==> src/rtl/btb_fold.sv <==
module btb_fold #(
  parameter int PC_W     = 32,
  parameter int INST_W   = 32,
  parameter int IDX_W    = 4,
  parameter int MISS_PEN = 2
) (
  input  logic                 clk,
  input  logic                 rst_n,
  input  logic [PC_W-1:0]      fetch_pc,
  input  logic [INST_W-1:0]    cache_inst,
  output logic                 pred_hit,
  output logic                 pred_fold,
  output logic [PC_W-1:0]      next_pc,
  output logic [INST_W-1:0]    fetch_inst,
  input  logic                 upd_valid,
  input  logic [PC_W-1:0]      upd_pc,
  input  logic                 upd_taken,
  input  logic                 upd_pred_taken,
  input  logic [PC_W-1:0]      upd_target,
  input  logic [INST_W-1:0]    upd_target_inst,
  input  logic                 upd_uncond,
  output logic                 mispredict,
  output logic [1:0]           penalty,
  output logic [PC_W-1:0]      redirect_pc
);
  localparam int ENTRIES = 1 << IDX_W;
  localparam int TAG_W   = PC_W - IDX_W - 2;
  localparam logic [PC_W-1:0] STEP = PC_W'(4);

  logic [ENTRIES-1:0] vld_q;
  logic [ENTRIES-1:0] unc_q;
  logic [TAG_W-1:0]   tag_q [ENTRIES];
  logic [PC_W-1:0]    tgt_q [ENTRIES];
  logic [INST_W-1:0]  ins_q [ENTRIES];

  logic [IDX_W-1:0] f_idx, u_idx;
  logic [TAG_W-1:0] f_tag, u_tag;
  logic             u_match;
  logic             unused_lsb;

  assign f_idx = fetch_pc[IDX_W+1:2];
  assign f_tag = fetch_pc[PC_W-1:IDX_W+2];
  assign u_idx = upd_pc[IDX_W+1:2];
  assign u_tag = upd_pc[PC_W-1:IDX_W+2];
  assign unused_lsb = ^{fetch_pc[1:0], upd_pc[1:0]};

  assign pred_hit   = vld_q[f_idx] && (tag_q[f_idx] == f_tag);
  assign pred_fold  = pred_hit && unc_q[f_idx];
  assign fetch_inst = pred_fold ? ins_q[f_idx] : cache_inst;
  assign next_pc    = pred_fold ? tgt_q[f_idx] + STEP :
                      pred_hit  ? tgt_q[f_idx] : fetch_pc + STEP;

  assign u_match     = vld_q[u_idx] && (tag_q[u_idx] == u_tag);
  assign mispredict  = upd_valid && (upd_taken != upd_pred_taken);
  assign penalty     = mispredict ? 2'(MISS_PEN) : 2'd0;
  assign redirect_pc = upd_taken ? upd_target : upd_pc + STEP;

  always_ff @(posedge clk or negedge rst_n) begin
    if (!rst_n) begin
      vld_q <= '0;
    end else if (upd_valid) begin
      if (upd_taken)    vld_q[u_idx] <= 1'b1;
      else if (u_match) vld_q[u_idx] <= 1'b0;
    end
  end

  always_ff @(posedge clk) begin
    if (upd_valid && upd_taken) begin
      tag_q[u_idx] <= u_tag;
      tgt_q[u_idx] <= upd_target;
      ins_q[u_idx] <= upd_target_inst;
      unc_q[u_idx] <= upd_uncond;
    end
  end

  a_r1_reset_empty: assert property (@(posedge clk)
    !rst_n |=> !pred_hit);

  a_r3_miss_sequential: assert property (@(posedge clk) disable iff (!rst_n)
    !pred_hit |-> (fetch_inst == cache_inst) && (next_pc == fetch_pc + STEP));

  a_r6_alloc_visible: assert property (@(posedge clk) disable iff (!rst_n)
    (upd_valid && upd_taken) |=> (fetch_pc != $past(upd_pc)) || pred_hit);

  a_r7_clear_on_not_taken: assert property (@(posedge clk) disable iff (!rst_n)
    (upd_valid && !upd_taken) |=> (fetch_pc != $past(upd_pc)) || !pred_hit);

  a_r8_penalty_value: assert property (@(posedge clk) disable iff (!rst_n)
    mispredict |-> penalty == 2'(MISS_PEN));

  a_r8_fallthrough: assert property (@(posedge clk) disable iff (!rst_n)
    (mispredict && !upd_taken) |-> redirect_pc == upd_pc + STEP);

  a_r11_no_penalty: assert property (@(posedge clk) disable iff (!rst_n)
    !mispredict |-> penalty == 2'd0);
endmodule

==> config.mk <==
export PLATFORM = sky130hd
export DESIGN_NAME = btb_fold
export DESIGN_NICKNAME = d
export VERILOG_FILES = /design/src/rtl/btb_fold.sv
export SDC_FILE = /design/constraint.sdc
export NUM_CORES = 2
export LEC_CHECK = 0
export CAP_MARGIN = 10
export CORE_ASPECT_RATIO = 0.7
export CORE_MARGIN = 10
export CORE_UTILIZATION = 55
export CTS_BUF_LIST = sky130_fd_sc_hd__clkbuf_4
export DETAILED_ROUTE_END_ITERATION = 6
export GPL_TIMING_DRIVEN = 0
export PLACE_DENSITY_LB_ADDON = 0.05
export SETUP_SLACK_MARGIN = 0.02
export SYNTH_ARGS = -nofsm -noshare
export SYNTH_HDL_FRONTEND = slang
export SYNTH_SLANG_ARGS = --single-unit
==> constraint.sdc <==
create_clock -name clk -period 9.2 [get_ports clk]
set_input_delay 2.3 -clock clk [delete_from_list [all_inputs] [get_ports clk]]
set_output_delay 2.3 -clock clk [all_outputs]
set_load 0.01 [all_outputs]
# [Word-level counts from Yosys, hierarchy flattened]
# Memory sizes are Yosys's and may differ from the RTL's.
# Index checks and enable logic that the tools add are counted.
[classes] addsub=3 order_cmp=3 n_eq_ne=3 muxes=18 bitwise_logic=3 reduce_logical=8
[op_table] op="$mux W32" n=4
[op_table] op="$add A32 B3 Y32 const B" n=3
[op_table] op="$eq A26 B26 Y1" n=2
[op_table] op="$mux W16" n=2
[op_table] op="$and A16 B16 Y16" n=1
[op_table] op="$bwmux W16" n=1
[op_table] op="$not A16 Y16" n=1
[op_table] op="$or A16 B16 Y16" n=1
[op_table] op="$bmux W1 S4" n=3
[op_table] op="$lt A4 B5 Y1 const B" n=2
[op_table] op="$logic_and A1 B1 Y1" n=6
[op_table] op="$mux W1" n=6
[op_table] op="$demux W1 S4" n=1
[op_table] op="$ge A4 B1 Y1 const B" n=1
[op_table] op="$mux W2" n=1
[op_table] op="$reduce_and A2 Y1" n=1
[op_table] op="$reduce_bool A2 Y1" n=1
[op_table] op="$ne A1 B1 Y1" n=1
[totals] ff_bits=32 ram_bits=1440 inputBits=166 out_inout_bits=101 word_cells=43 memories=3
[mem_list] memory="ins_q" depth=16 word_bits=32 rd=1 rd_ports_with_merged_regs=0 write_ports=1 line="34" source="logic [INST_W-1:0] ins_q [ENTRIES];"
[mem_list] memory="tgt_q" depth=16 word_bits=32 rd=1 rd_ports_with_merged_regs=0 write_ports=1 line="33" source="logic [PC_W-1:0] tgt_q [ENTRIES];"
[mem_list] memory="tag_q" depth=16 word_bits=26 rd=2 rd_ports_with_merged_regs=0 write_ports=1 line="32" source="logic [TAG_W-1:0] tag_q [ENTRIES];"

# [Longest topological paths before layout]
[depth] word_depth=8 ltp_mapped=18 ltp_nobuf=11

# [Worst setup path after synthesis]
# OpenSTA, ideal clock, no wires.
[synth_path] kind="input to register" start="in upd_pc[5]" end="mem ins_q[0][0], enable pin" arrival_ns=9.738 required_time_ns=8.546 setup_slack_ns=-1.192 cell_stages=6 path_buffers=5 cell_sequence="clkbuf_1 -> buf_1 -> clkbuf_1 -> clkbuf_1 -> clkbuf_1 -> nor3_1"
[synth_lines] element="start, declared" line="16" source="input logic [PC_W-1:0] upd_pc,"
[synth_lines] element="end, declared" line="34"
# Straight into the memory's write port.

# [Worst setup path after layout]
[layout_path] start="in fetch_pc[2]" end="out next_pc[3]"
[layout_between] elab_chain_cells=5 word_cells_on_any_way=13 cone_classes="add/sub (2); eq/ne (1); mux (6); reduce/logical (2); memory (2)"
[layout_rtl] element="start, declared" line="9" source="input logic [PC_W-1:0] fetch_pc,"
[layout_rtl] element="parallel branches: the longest is 4 deep, another holds $mem_v2 Z16 W32"
[layout_rtl] element="$mux W32 (*)" line="50" source="assign next_pc = pred_fold ? tgt_q[f_idx] + STEP :"
[layout_rtl] element="end, declared" line="13" source="output logic [PC_W-1:0] next_pc,"
# Mark *: on every way between the ends. The select of a mux whose other input is x is not followed.

==> results.py <==
metrics = {
    "synth": {
        "synth-simple-area-share_pct": 2.97,
        "yosys-mux-area-fraction_pct": 21.5,
        "ys_seq_area_share_pct": 69.4,
        "synth_nets": 3289,
        "yosys.area.top_type_share_pct": 68.8,
        "yosys_most_used_dff": "edfxtp_1",
        "synth_top_family_by_area": "multiplexers",
        "postSynthCellCount": 3117,
        "synth-seq-cells": 1472,
        "synth-compound-area-share_pct": 2.34,
        "synth-xor-area-share_pct": 1.68,
        "synth_top_area_cell": "edfxtp_1",
        "netlist_area_um2": 63600,
        "yosys_warnings": 0,
        "synthAdderAreaFrac_pct": 0.118,
        "synth.distinct_cells": 90,
        "async_reset_ff_share_pct": 1.09,
        "synth.avg_cell_area_um2": 20.4,
        "synth_edf_count": 1456,
        "synth_area_leaders": "edfxtp_1 (69%), mux4_2 (17%), mux2i_1 (2.5%)",
    },
    "floorplan": {
        "fp.dieArea_um2": 130000,
        "ios": 267,
        "die_h_um": 304,
        "num_rows": 104,
        "die_w_um": 426,
        "core_um2": 115000,
        "start_util_pct": 55.3,
    },
    "clock_network": {
        "clock_path_buffers": 4,
        "clock_latency_ns": 1.32,
        "hold_buffers": 0,
        "clk_pin_slew_worst_paths_ns": 0.07,
        "clk_root_buffer_cell": "clkbuf_4",
        "htree_levels": 5,
        "cts_made_buffers": 362,
        "cts.sinks": 1472,
        "cts_tree": "built",
    },
    "pwr": {
        "combPwrFrac_pct": 10.2,
        "irDropWorstVdd_mv": 0.140,
        "switchingPower_mw": 3.44,
        "powerDensity_nw_per_um2": 185,
        "internal_power_mw": 10.6,
        "pwr-share-seq_pct": 53.6,
        "p_clk_share_pct": 36.2,
        "p_leak_nw": 24.9,
        "switching_share_pct": 24.6,
    },
    "layout": {
        "fin_util_pct": 65.9,
        "areaGrowthSynthToFinish_pct": 19.2,
        "final-instance-count-excl-fill": 5646,
        "fin_nets": 4063,
        "drive_gt1_share_pct": 36.1,
    },
    "placed_design": {
        "place_inst": 5037,
        "numPortBuffers": 260,
        "globalplace.congestion": 1.00,
        "place_ws_ns": -3.01,
        "dp_hpwl_um": 156000,
    },
    "routing": {
        "drt_pass1_iterations": 6,
        "vias": 38299,
        "drt_iter0_drc": 6175,
        "wl_per_cell_um": 38.5,
        "wl_um": 217000,
        "ant_nets": 0,
        "drc": 0,
        "viasPerCell": 6.78,
    },
    "sta": {
        "timing.final.ws_setup_ns": -0.0390,
        "min_period_ns": 9.24,
        "rsz0062_at_grt": "true",
        "relSlewSlack_pct": 0.808,
        "clock_skew_ns": 0.0583,
        "worst_slew_pin_slew_ns": 1.49,
        "drv_slew": 0,
        "holdWs_ns": 0.565,
        "fin_setup_tns_ns": -0.434,
        "final-setup-viol-count": 32,
        "max_freq_mhz": 108,
        "fin_crit_sh_pct": 100,
        "finalHoldViolCount": 0,
    },
    "grt": {
        "grt.overflow.total": 0,
        "grt_pass1_wl_um": 298000,
        "grt_max_degree": 29,
        "grt_use_total_pct": 33.2,
        "grt_pass1_vias": 38166,
        "antenna_found_initial": 12,
    },
    "worst_setup_path": {
        "arrival_ns": 6.94,
        "rr_startpoint": "tag_q[0][1]$_DFFE_PP_",
        "rr_worst_depth": 9,
        "cp-end-kind": "output port",
        "cp_max_fo": 10,
        "crit_type": "in -> out",
        "cp.required_ns": 6.90,
        "crit_path_start_kind": "input pin",
        "ff2ff_setup_slack_ns": 5.04,
    },
    "min_path": {
        "whs_path_depth": 2,
        "hold_class": "reg -> reg",
    },
    "status": {
        "status": "finished with violations",
        "violations": "max-capacitance violations, negative setup slack",
    },
    "run": {
        "cap_viol_max_count": 1,
    },
}
area by class of cell:
cell class | count | area (um^2)
sequential | 1472 | 44100
fill | 7687 | 39100
multi-input combinational | 1439 | 19000
timing repair buffer | 416 | 4820
clock buffer | 503 | 3780
tap | 1537 | 1920
buffer | 176 | 1670
clock inverter | 66 | 285
inverter | 24 | 95.1
antenna | 13 | 32.5
kinds of logic after synthesis:
group / after synthesis
DFF: 1472
muxes: 725
and+or+nand+nor: 372
AOI/OAI and AO/OA: 213
buffers and inverters: 206
xor gates and xnor gates: 122
adders and majority gates: 6
other: 1
through the flow:
| step | power [mW] | instance area (um^2) |
|---|---|---|
| final | 14.0 | 75800 |
| after global routing | 14.5 | 75800 |
| after CTS | 14.0 | 75400 |
| after detailed placement | 8.97 | 70200 |
| after global placement | 8.93 | 68100 |
| after floorplan | 8.30 | 63600 |
cells in the mapped netlist (9+ instances only):
library cell,count
mux2_2,66
and3_1,29
edfxtp_1,1456
nand3_1,32
buf_2,44
o21ai_0,48
a211oi_1,9
buf_12,11
nor3_1,25
nor2b_1,10
nand2_1,113
buf_6,12
xor2_1,62
mux4_2,474
a21oi_1,26
dfrtp_1,16
inv_1,22
a22oi_1,25
nand4_1,22
nor2_1,80
buf_1,28
o22ai_1,19
mux2i_1,160
a22o_1,17
xnor2_1,60
buf_4,26
mux4_1,23
clkbuf_1,55
a221oi_1,15
placed cells by master, fill, tap and decap left out, drive strengths merged, types with 9 or more instances in the layout:
master         instances
a221oi                17
nand3                 34
edfxtp              1456
nor2b                 10
inv                   29
diode                 13
a21oi                 26
nand2                114
o21ai                 49
clkdlybuf4s50        233
and3                  29
mux2i                160
clkinv                59
a22oi                 25
xnor2                 60
a22o                  18
o22ai                 19
dfrtp                 16
dlygate4sd2           21
mux4                 498
nor3                  26
nor2                  80
mux2                  67
nand4                 22
nor4                  11
a211oi                 9
xor2                  62
buf                  278
clkbuf               557
power groups by stage:
stage,clock (mW),sequential [mW],combinational [mW]
final,5.06,7.50,1.44
after global routing,5.48,7.51,1.47
after CTS,5.12,7.50,1.38
after detailed placement,0,7.65,1.32
after global placement,0,7.66,1.27
after floorplan,0,7.64,0.665
metal layers:
layer	up-vias	global-route usage [%]	part of all wire (%)
met5	-	0	0.013
met4	4	11.6	3.3
met3	401	12.5	14
met2	3009	46.2	43
met1	19964	48.0	39
li1	14921	-	-
worst max-delay path by stage:
| stage | from | to | slack, ns |
|---|---|---|---|
| 2_1_floorplan | upd_pc[5] | ins_q[0][0]$_DFFE_PP_ | -1.19 |
| 3_3_place_gp | upd_pc[3] | tag_q[1][16]$_DFFE_PP_ | -13.08 |
| 3_5_place_dp | fetch_pc[5] | next_pc[28] | -3.01 |
| 4_1_cts | fetch_pc[3] | next_pc[25] | 0.02 |
| 5_1_grt | fetch_pc[3] | next_pc[26] | -0.02 |
| 6_report | fetch_pc[2] | next_pc[3] | -0.04 |
flip-flops by register name, summed over array words and instances, names as in the netlist, named ones only:
register  count
tag_q       416
ins_q       512
tgt_q       512
unc_q        16
repair_timing:
item | CTS | global route
setup buffers | 16 | 15
endpoints found under the setup margin | 78 | 49
pin swaps | 11 | 7
resized for setup | 364 | 41
critical path, cell delays in order:
cell and delay [ns]:
clkbuf_4 0.20, buf_6 0.16, buf_6 0.30, buf_6 0.28
mux2_2 0.23, o2bb2ai_2 0.13, a221oi_4 0.51, o211ai_1 0.51
o22ai_2 0.44, buf_4 0.19, o21ai_0 0.16, nor4_4 0.19
buf_6 0.20, buf_12 0.19, mux2_2 0.42, clkdlybuf4s50_1 0.50
(Power assumes the default switching activity.)
